===== src/rtl/tsa_pkg.sv =====
package tsa_pkg;

  localparam int unsigned TSA_LAT = 6;

  typedef struct packed {
    logic tag_ok;
    logic ovf;
  } tsa_flags_t;

endpackage


===== src/rtl/tsa_rst_sync.sv =====
module tsa_rst_sync (
  input  logic clk,
  input  logic rst_n_in,
  output logic rst_n_out
);

  logic meta_q;
  logic meta_d;

  always_comb begin
    meta_d = 1'b1;
  end

  always_ff @(posedge clk or negedge rst_n_in) begin
    if (!rst_n_in) begin
      meta_q    <= 1'b0;
      rst_n_out <= 1'b0;
    end else begin
      meta_q    <= meta_d;
      rst_n_out <= meta_q;
    end
  end

endmodule


===== src/rtl/tsa_unpack.sv =====
module tsa_unpack #(
  parameter int unsigned WORD_W = 32
) (
  input  logic [WORD_W-1:0] word_i,
  output logic              direct_o,
  output logic [WORD_W-2:0] pay_o
);

  localparam int unsigned FLAG_BIT = WORD_W - 1;

  always_comb begin
    direct_o = word_i[FLAG_BIT];
    pay_o    = word_i[FLAG_BIT-1:0];
  end

endmodule


===== src/rtl/tsa_add.sv =====
module tsa_add #(
  parameter int unsigned PAY_W = 31
) (
  input  logic [PAY_W-1:0] a_i,
  input  logic [PAY_W-1:0] b_i,
  output logic [PAY_W-1:0] sum_o,
  output logic             ovf_o
);

  localparam int unsigned SGN = PAY_W - 1;

  logic same_sign;

  always_comb begin
    sum_o     = a_i + b_i;
    same_sign = (a_i[SGN] == b_i[SGN]);
    ovf_o     = same_sign && (sum_o[SGN] != a_i[SGN]);
  end

endmodule


===== src/rtl/tsa_select.sv =====
module tsa_select #(
  parameter int unsigned W = 32
) (
  input  logic         sel_i,
  input  logic [W-1:0] when1_i,
  input  logic [W-1:0] when0_i,
  output logic [W-1:0] y_o
);

  always_comb begin
    if (sel_i) begin
      y_o = when1_i;
    end else begin
      y_o = when0_i;
    end
  end

endmodule


===== src/rtl/tsa_pipe.sv =====
module tsa_pipe
  import tsa_pkg::*;
#(
  parameter int unsigned WORD_W = 32
) (
  input  logic              clk,
  input  logic              rst_n,
  input  logic              in_valid,
  input  logic [WORD_W-1:0] op_a,
  input  logic [WORD_W-1:0] op_b,
  output logic              out_valid,
  output logic [WORD_W-1:0] out_word,
  output logic              out_fail
);

  localparam int unsigned PAY_W   = WORD_W - 1;
  localparam int unsigned CYC_W   = $clog2(TSA_LAT + 1);
  localparam logic [WORD_W-1:0] FAIL_WORD = '0;

  logic rst_q_n;

  tsa_rst_sync i_rst_sync (
    .clk       (clk),
    .rst_n_in  (rst_n),
    .rst_n_out (rst_q_n)
  );

  // stage valid bits, index 1..6
  logic [TSA_LAT:1] v_q;
  logic [TSA_LAT:1] v_d;

  // stage 1: operand capture
  logic [WORD_W-1:0] a1_q, b1_q;

  // stage 2: flag and payload split
  logic             da2_q, db2_q;
  logic [PAY_W-1:0] pa2_q, pb2_q;
  logic             da2_d, db2_d;
  logic [PAY_W-1:0] pa2_d, pb2_d;

  // stage 3: flag combine and add
  tsa_flags_t       fl3_q, fl3_d;
  logic [PAY_W-1:0] sum3_q, sum3_d;

  // stage 4: tag select
  logic [WORD_W-1:0] w4_q, w4_d;
  tsa_flags_t        fl4_q;

  // stage 5: overflow select
  logic [WORD_W-1:0] w5_q, w5_d;
  logic              f5_q, f5_d;

  // stage 6: output
  logic [WORD_W-1:0] w6_q;
  logic              f6_q, f6_d;

  // ---------------- next-state logic ----------------
  always_comb begin
    v_d = {v_q[TSA_LAT-1:1], in_valid};
  end

  tsa_unpack #(.WORD_W(WORD_W)) i_unpack_a (
    .word_i (a1_q),
    .direct_o (da2_d),
    .pay_o  (pa2_d)
  );

  tsa_unpack #(.WORD_W(WORD_W)) i_unpack_b (
    .word_i (b1_q),
    .direct_o (db2_d),
    .pay_o  (pb2_d)
  );

  logic ovf3_raw;

  tsa_add #(.PAY_W(PAY_W)) i_add (
    .a_i   (pa2_q),
    .b_i   (pb2_q),
    .sum_o (sum3_d),
    .ovf_o (ovf3_raw)
  );

  always_comb begin
    fl3_d.tag_ok = da2_q & db2_q;
    fl3_d.ovf    = ovf3_raw;
  end

  tsa_select #(.W(WORD_W)) i_sel_tag (
    .sel_i   (fl3_q.tag_ok),
    .when1_i ({1'b1, sum3_q}),
    .when0_i (FAIL_WORD),
    .y_o     (w4_d)
  );

  tsa_select #(.W(WORD_W)) i_sel_ovf (
    .sel_i   (fl4_q.ovf),
    .when1_i (FAIL_WORD),
    .when0_i (w4_q),
    .y_o     (w5_d)
  );

  always_comb begin
    f5_d = (~fl4_q.tag_ok) | fl4_q.ovf;
    f6_d = v_q[5] & f5_q;
  end

  // ---------------- registers ----------------
  always_ff @(posedge clk or negedge rst_q_n) begin
    if (!rst_q_n) begin
      v_q  <= '0;
      f6_q <= 1'b0;
    end else begin
      v_q  <= v_d;
      f6_q <= f6_d;
    end
  end

  always_ff @(posedge clk) begin
    if (in_valid) begin
      a1_q <= op_a;
      b1_q <= op_b;
    end
  end

  always_ff @(posedge clk) begin
    if (v_q[1]) begin
      da2_q <= da2_d;
      db2_q <= db2_d;
      pa2_q <= pa2_d;
      pb2_q <= pb2_d;
    end
  end

  always_ff @(posedge clk) begin
    if (v_q[2]) begin
      fl3_q  <= fl3_d;
      sum3_q <= sum3_d;
    end
  end

  always_ff @(posedge clk) begin
    if (v_q[3]) begin
      w4_q  <= w4_d;
      fl4_q <= fl3_q;
    end
  end

  always_ff @(posedge clk) begin
    if (v_q[4]) begin
      w5_q <= w5_d;
      f5_q <= f5_d;
    end
  end

  always_ff @(posedge clk) begin
    if (v_q[5]) begin
      w6_q <= w5_q;
    end
  end

  always_comb begin
    out_valid = v_q[TSA_LAT];
    out_word  = w6_q;
    out_fail  = f6_q;
  end

  // ---------------- assertions ----------------
  logic [CYC_W-1:0] cyc_q;

  always_ff @(posedge clk or negedge rst_q_n) begin
    if (!rst_q_n) begin
      cyc_q <= '0;
    end else if (cyc_q != CYC_W'(TSA_LAT)) begin
      cyc_q <= cyc_q + 1'b1;
    end
  end

  AST_FIXED_LATENCY: assert property (@(posedge clk) disable iff (!rst_q_n)
    (cyc_q == CYC_W'(TSA_LAT)) |-> (out_valid == $past(in_valid, TSA_LAT)));

  AST_TAG_GATE: assert property (@(posedge clk) disable iff (!rst_q_n)
    (v_q[4] && !fl4_q.tag_ok) |-> (w4_q == FAIL_WORD));

  AST_NO_OVERFLOW: assert property (@(posedge clk) disable iff (!rst_q_n)
    (v_q[5] && !f5_q) |-> w5_q[WORD_W-1]);

  AST_FAIL_ZERO: assert property (@(posedge clk) disable iff (!rst_q_n)
    out_fail |-> (out_valid && out_word == FAIL_WORD));

  AST_GOOD_TAGGED: assert property (@(posedge clk) disable iff (!rst_q_n)
    (out_valid && !out_fail) |-> out_word[WORD_W-1]);

  AST_HOLD_IDLE: assert property (@(posedge clk) disable iff (!rst_q_n)
    !out_valid |-> ($stable(out_word) && !out_fail));

endmodule


===== config.mk =====
export PLATFORM = sky130hd
export DESIGN_NAME = tsa_pipe
export DESIGN_NICKNAME = d
export VERILOG_FILES = /design/src/rtl/tsa_pkg.sv /design/src/rtl/tsa_rst_sync.sv /design/src/rtl/tsa_unpack.sv /design/src/rtl/tsa_add.sv /design/src/rtl/tsa_select.sv /design/src/rtl/tsa_pipe.sv
export SDC_FILE = /design/constraint.sdc
export NUM_CORES = 1
export LEC_CHECK = 0
export ABC_AREA = 1
export BUFFER_PORTS_ARGS = -buffer_cell sky130_fd_sc_hd__buf_2
export CORE_ASPECT_RATIO = 0.9
export CORE_MARGIN = 4
export CORE_UTILIZATION = 50
export DETAILED_ROUTE_END_ITERATION = 8
export PLACE_DENSITY_LB_ADDON = 0.08
export SETUP_SLACK_MARGIN = 0.1
export SYNTH_ARGS = -nofsm -noshare
export SYNTH_HDL_FRONTEND = slang
export SYNTH_SLANG_ARGS = --single-unit

===== constraint.sdc =====
create_clock -name clk -period 0.8 [get_ports clk]
set_input_delay 0.12 -clock clk [delete_from_list [all_inputs] [get_ports clk]]
set_output_delay 0.12 -clock clk [all_outputs]
set_load 0.01 [all_outputs]

==> results.md, run 1 <==
* Status: finished, violations left
* Failing checks: negative setup slack
* Count leader, synth: edfxtp_1
* Root Driver: clkbuf_16
* Initial antenna violation count at 0
* Worst Hold End: b1_q[14]
* FF-to-FF End: sum3_q[28]
* Area leader, netlist: edfxtp_1
* CP Class: flop to flop
* Hold Crit Class: input pin to flop
* P&R area growth vs syn at 44.8%
* Number of global-route vias before repair at 6,421
* WP data required at 1090 ps
* Startpoint Class: flop
* Synth Warn # at 0
* Largest fanout on the critical path at 4
* Setup WS post-layout at -1080 ps
* Post-DR wirelength/cell at 13.2 um
* Final HPWL DP at 11.2 mm
* Port bufs at 100
* Worst EP arrival at 2170 ps
* Pleak at 6.80 nW
* H-tree depth at 1
* DR iter-0 viols at 279
* CTS tree: done
* EDFF count, synth at 259
* First-pass GRT wire length at 30.6 mm
* Fmax at 531 MHz
* FF+latch count, synth at 268
* Min-delay src: in_valid
* Top-area cell type share of the netlist area at 72.0%
* Share of layout cells above drive strength 1 at 40.7%
* Setup crit end kind: flop
* Die Width at 163 um
* R2R depth at 12
* N_diodes at 0
* Initial Utilization at 51.4%
* Post-Route Skew at 12.1 ps
* Slew Viols, Final at 0
* Maximum vdd drop at 0.00189 V
* Worst reg2reg startpoint: pa2_q[0]
* Setup violators final at 329
* Clock tree buffer depth at 3
* Largest net degree at the start of global routing at 52
* Mapped Cells at 875
* Syn avg cell area at 12.3 um2
* Hold path cells at 2
* Multi-input gate area in the final layout at 0.00327 mm2
* Period minus WS final at 1880 ps
* Final Hold Vio Count at 0
* Vias per cell at 4.46
* Worst-path clk slew at 60 ps
* Chip height at 147 um
* Syn Nets at 973
* DIE AREA at 0.0240 mm2
* Worst skew pair latency at 540 ps
* Max Cap Viol at 0
* Ys async rst share at 3.36%
* Unrepaired setup endpoints after global routing: true
* DRT Pass-1 Iters at 5
* DR vias at 6,537
* R2R Setup Slk at -1080 ps
* Final ANT Viol Nets at 0
* CTS buffer count at 27
* Core box area at 0.0210 mm2
* Total GRT Usage at 15.8%
* Final-stage net count at 1,257
* Layout Utilization at 74.4%
* Cell Area, Synth at 0.0108 mm2
* Routed WL at 19.3 mm
* Total gr overflow at 0
* Distinct cells, synth at 22
* Synth cell count leaders: 259 x edfxtp_1, 238 x nand2_1, 167 x inv_1
* Top cells by area, synth: edfxtp_1 72%, nand2_1 8.3%, inv_1 5.8%, ha_1 3.5%, nor2_1 2.5%
* Site Rows at 50
* DRC at 0
* Fillcell total at 1,373
* Overall Power at 38.3 mW
* Pwr per Cell Area at 2450 mW/mm2
* # IOs at 101
* Period utilization at 235%
* Sequential share of the synthesized area at 74.1%
* Final GP Congestion at 0.820
* Primary FF master, synth: edfxtp_1
* Register area at 0.00802 mm2
* Clock sinks at 268
==> layout by cell type, fill, tap and decap left out, types with 12 or more instances in the layout <==
master,n
buf_6,19
ha_4,25
inv_1,151
nand2_2,64
inv_2,16
nand3_2,14
a21oi_2,12
dlygate4sd3_1,67
buf_12,14
nor2_1,26
clkbuf_16,32
buf_4,46
nor2_2,38
nand2_1,157
buf_2,100
edfxtp_1,259
nand2_4,31
==> cell families (layout without fill, tap and decap cells) <==
logic type | Yosys count | in the layout | share of synthesized area [%]
fa+ha+maj | 31 | 31 | 3.66
simple gates | 362 | 362 | 13.7
flops | 268 | 268 | 74.1
xor+xnor | 15 | 15 | 1.22
other cells | 1 | 1 | 0.0347
compound gates | 23 | 23 | 1.20
buf+inv | 175 | 480 | 6.08
==> timing repair <==
| action | in CTS | in global routing |
|---|---|---|
| gates cloned | 9 | 5 |
| setup buffers | 23 | 10 |
| resized for setup | 137 | 143 |
| pin swaps | 47 | 51 |
| endpoints found under the hold margin | 67 | 0 |
| endpoints found under the setup margin | 333 | 334 |
| hold buffers | 67 | 0 |
==> worst max-delay path by stage <==
stage	start	end	cells after the start
2_1_floorplan	pa2_q[0]	sum3_q[28]	12
3_3_place_gp	pa2_q[22]	sum3_q[24]	8
3_5_place_dp	pb2_q[0]	sum3_q[28]	12
4_1_cts	pb2_q[0]	sum3_q[28]	12
5_1_grt	pa2_q[0]	sum3_q[28]	12
6_report	pa2_q[0]	sum3_q[28]	12
==> stage by stage <==
step                      worst slack, ps  instances  area [um2]  hold slack, ps  TNS, ps
after detailed placement            -1130       1309       12400           -93.0   -81670
final                               -1080       1466       15600            93.9   -88000
after global routing                -1170       1466       15600            86.6   -96450
after floorplan                     -1010        875       11200            -176   -75100
after global placement              -1070       1309       12400           -93.7   -81530
after CTS                           -1100       1456       14900            61.4   -84550
==> worst max-delay path, stage by stage (launching register included) <==
cell	delay, ps
edfxtp_1	370
ha_2	210
fa_2	380
nand3_2	80
nand3_2	80
nand2_2	90
nand2_4	70
nand2_4	70
nand2_4	60
nand2_2	70
nand2_1	50
nand2_1	60
nand2_1	60
==> state kept, by name (all words and copies together), names as in the netlist, 2 cells and up <==
| signal | flops |
|---|---|
| w4_q | 32 |
| w5_q | 32 |
| b1_q | 32 |
| fl3_q | 2 |
| a1_q | 32 |
| pb2_q | 31 |
| sum3_q | 31 |
| pa2_q | 31 |
| v_q | 6 |
| out_word | 32 |
==> power breakdown <==
| group | switching [mW] | internal, mW | total [mW] |
|---|---|---|---|
| sequential | 0.525 | 17.2 | 17.7 |
| clock | 5.09 | 8.48 | 13.6 |
| combinational | 3.71 | 3.32 | 7.03 |
==> layout make-up <==
cell class / count / share of cell area, %
inverter: 169 / 4.09
timing repair buffer: 261 / 15.1
sequential: 268 / 51.3
tap: 286 / 2.29
clock buffer: 27 / 4.32
multi-input combinational: 432 / 20.9
clock inverter: 23 / 2.02
==> per-layer routing <==
layer | vias to the layer above | GRT usage [%] | share of wire [%]
met5 | - | 0 | 0
met4 | 0 | 4.32 | 2.4
met3 | 33 | 2.59 | 4.1
met2 | 134 | 27.1 | 51
met1 | 2962 | 21.0 | 43
li1 | 3408 | - | -
No activity file was read; power rests on OpenSTA's default activity.
==> run 2: changes to the inputs <==
- ABC_AREA: 1 -> unset
- CTS_CLUSTER_SIZE: unset -> 10
==> run 2 against run 1 <==
- the flow still finishes with violations (negative setup slack)
- total power fell by 3.7%
- worst hold slack got worse by 18 ps
- cell area fell by 4.5%
- routed wire length rose by 3.9%
- cell count fell by 16%
- critical path depth fell by 5
==> results.md, run 2 <==
* EDFF count, synth at 259
* Final HPWL DP at 12.1 mm
* Pwr per Cell Area at 2470 mW/mm2
* DR iter-0 viols at 254
* Initial Utilization at 51.3%
* R2R depth at 7
* N_diodes at 0
* Area leader, netlist: edfxtp_1
* Largest net degree at the start of global routing at 51
* Unrepaired setup endpoints after global routing: true
* Worst path cell trace: ha_4, o211a_4, a2111oi_4, nor3_4, or3_4, a211o_1, xor2_1
* Fin Setup TNS at -102,290 ps
* Top-area cell type share of the netlist area at 75.2%
* Commonest non-fill, non-tap cell in the layout: edfxtp_1
* Routed WL at 20.1 mm
* Fmax at 410 MHz
* Sequential share of the synthesized area at 77.4%
* Max Cap Viol at 0
* Count leader, synth: edfxtp_1
* Share of layout cells above drive strength 1 at 40.7%
* Setup violators final at 330
* DRT Pass-1 Iters at 4
* Vias per cell at 4.90
* Period utilization at 305%
* Final GP Congestion at 0.867
* Top cells by area, synth: edfxtp_1 75%, ha_1 3.6%, and2_1 2.2%, dfrtp_1 2.2%, nor2b_1 2.0%
* Worst EP arrival at 2740 ps
* Pleak at 5.84 nW
* CTS buffer count at 31
* Cells after DPL at 1,070
* Synth cell count leaders: 259 x edfxtp_1, 36 x and2_1, 33 x nor2b_1
* Failing checks: negative setup slack
* Worst hold slack at 76.2 ps
* WP data required at 1100 ps
* Core box area at 0.0202 mm2
* Placed cell area at 0.0122 mm2
* Clock tree buffer depth at 3
* Worst-path clk slew at 50 ps
* Fin cells at 1,225
* First-pass GRT wire length at 31.9 mm
* Post-DR wirelength/cell at 16.4 um
* Site Rows at 49
* R2R Setup Slk at -1640 ps
* Hold path cells at 2
* Status: finished, violations left
* CP max stage delay at 410 ps
* Number of global-route vias before repair at 6,299
* Total GRT Usage at 17.4%
* Cell Area, Synth at 0.0103 mm2
* Post-Route Skew at 6.95 ps
* Mapped Cells at 614
* Period minus WS final at 2440 ps
* Post-Layout Inst Area at 0.0149 mm2
* Total gr overflow at 0
* Primary FF master, synth: edfxtp_1
* Slew headroom at 61.7%
* DIE AREA at 0.0231 mm2
* Synth Warn # at 0
* Commonest cells after routing, fill and taps aside: 259 x edfxtp_1, 110 x buf_4, 100 x buf_2
* Setup crit end kind: flop
* Final Hold Vio Count at 0
* Fillcell total at 1,194
* Clock sinks at 268
* Ys async rst share at 3.36%
* FF-to-FF End: sum3_q[23]
* CP Class: flop to flop
* FF+latch count, synth at 268
* Startpoint Class: flop
* Hold Crit Class: input pin to flop
* Register area at 0.00802 mm2
* Slew Viols, Final at 0
* Maximum vdd drop at 0.00207 V
* DR vias at 6,008
* Min-delay src: in_valid
* Slowest cell on crit path: edfxtp_1
* CTS tree: done
* Port bufs at 100
* Distinct cells, synth at 57
* Syn avg cell area at 16.8 um2
* P&R area growth vs syn at 44.5%
* # IOs at 101
* H-tree depth at 1
* Worst skew pair latency at 550 ps
* Largest fanout on the critical path at 3
* Multi-input gate area in the final layout at 0.00284 mm2
* Slew @ Worst Pin at 575 ps
* Setup WS post-layout at -1640 ps
* Initial antenna violation count at 0
* Final ANT Viol Nets at 0
* Worst reg2reg startpoint: pb2_q[6]
* Chip height at 144 um
* DRC at 0
* Worst Hold End: b1_q[18]
* Die Width at 160 um
* Syn Nets at 712
* Root Driver: clkbuf_16
* Final-stage net count at 1,052
-- run 2: cell count changes after synthesis, moves of 9 or more --
cell      change
o21ai_0      +11
nor2_1       -48
nand3_1      -13
xnor2_1      +14
nand2_2      -15
a21o_1       +14
nor2b_1      +33
clkbuf_1      +9
and2_1       +36
a21oi_1      +11
inv_1       -160
nand2_1     -210
-- run 2: repair_timing --
| item | 4_1_cts | 5_1_grt |
|---|---|---|
| gates cloned | 15 | 6 |
| setup endpoints to repair | 333 | 333 |
| hold buffers | 66 | 0 |
| pin swaps | 23 | 14 |
| endpoints found under the hold margin | 66 | 0 |
| setup buffers | 22 | 14 |
| gates resized for setup | 80 | 61 |
-- run 2: worst max path at each step --
stage	slack, ps	start	endpoint
final	-1640	pb2_q[6]	sum3_q[23]
after floorplan	-1500	pa2_q[6]	sum3_q[23]
after global placement	-1610	pb2_q[0]	fl3_q[0]
after CTS	-1600	pa2_q[6]	sum3_q[23]
after detailed placement	-1650	pb2_q[0]	fl3_q[0]
after global routing	-1720	pa2_q[0]	fl3_q[0]
-- run 2: power breakdown --
group          switching [mW]  internal (mW)  leakage (nW)  total [mW]
clock                    4.89           7.51         0.434        12.4
sequential              0.464           17.3          2.66        17.7
combinational            3.17           3.63          2.75        6.79
total                    8.52           28.4          5.84        36.9
-- run 2: layout make-up --
cell class / count / share of cell area [%]
sequential: 268 / 53.7
clock buffer: 46 / 5.64
timing repair buffer: 325 / 19.0
multi-input combinational: 321 / 19.0
tap: 255 / 2.14
inverter: 7 / 0.176
clock inverter: 3 / 0.394
-- run 2: logic make-up (layout without fill, tap and decap cells) --
| kind of cell | Yosys count | in the layout | share of synthesized area (%) |
|---|---|---|---|
| DFF | 268 | 268 | 77.4 |
| and+or+nand+nor | 160 | 160 | 8.38 |
| AOI/OAI and AO/OA | 103 | 103 | 7.11 |
| adders and majority gates | 31 | 31 | 3.82 |
| buffers and inverters | 25 | 381 | 1.00 |
| xor gates and xnor gates | 22 | 22 | 1.86 |
| muxes | 4 | 4 | 0.399 |
| other | 1 | 1 | 0.0363 |
-- run 2: critical path: cells and delay by family (launching register included) --
| family | cells | cell delay [ps] |
|---|---|---|
| compound gates | 3 | 890 |
| simple gates | 2 | 470 |
| flops | 1 | 410 |
| fa+ha+maj | 1 | 270 |
| xor+xnor | 1 | 150 |
-- run 2: per-layer routing --
layer / share of wire (%) / up-vias / global-route usage, %
met4: 1.8 / 0 / 4.20
met3: 4.1 / 29 / 3.02
met1: 44 / 2812 / 22.9
met5: 0 / - / 0
li1: - / 3029 / -
met2: 50 / 138 / 30.7
-- run 2: through the flow --
stage                     setup WS (ps)  utilization [%]  power [mW]
after global routing              -1720             74.1        38.6
after detailed placement          -1650             60.5        23.3
after global placement            -1610             60.5        23.2
final                             -1640             74.1        36.9
after floorplan                   -1500                -        20.9
after CTS                         -1600             73.3        36.9
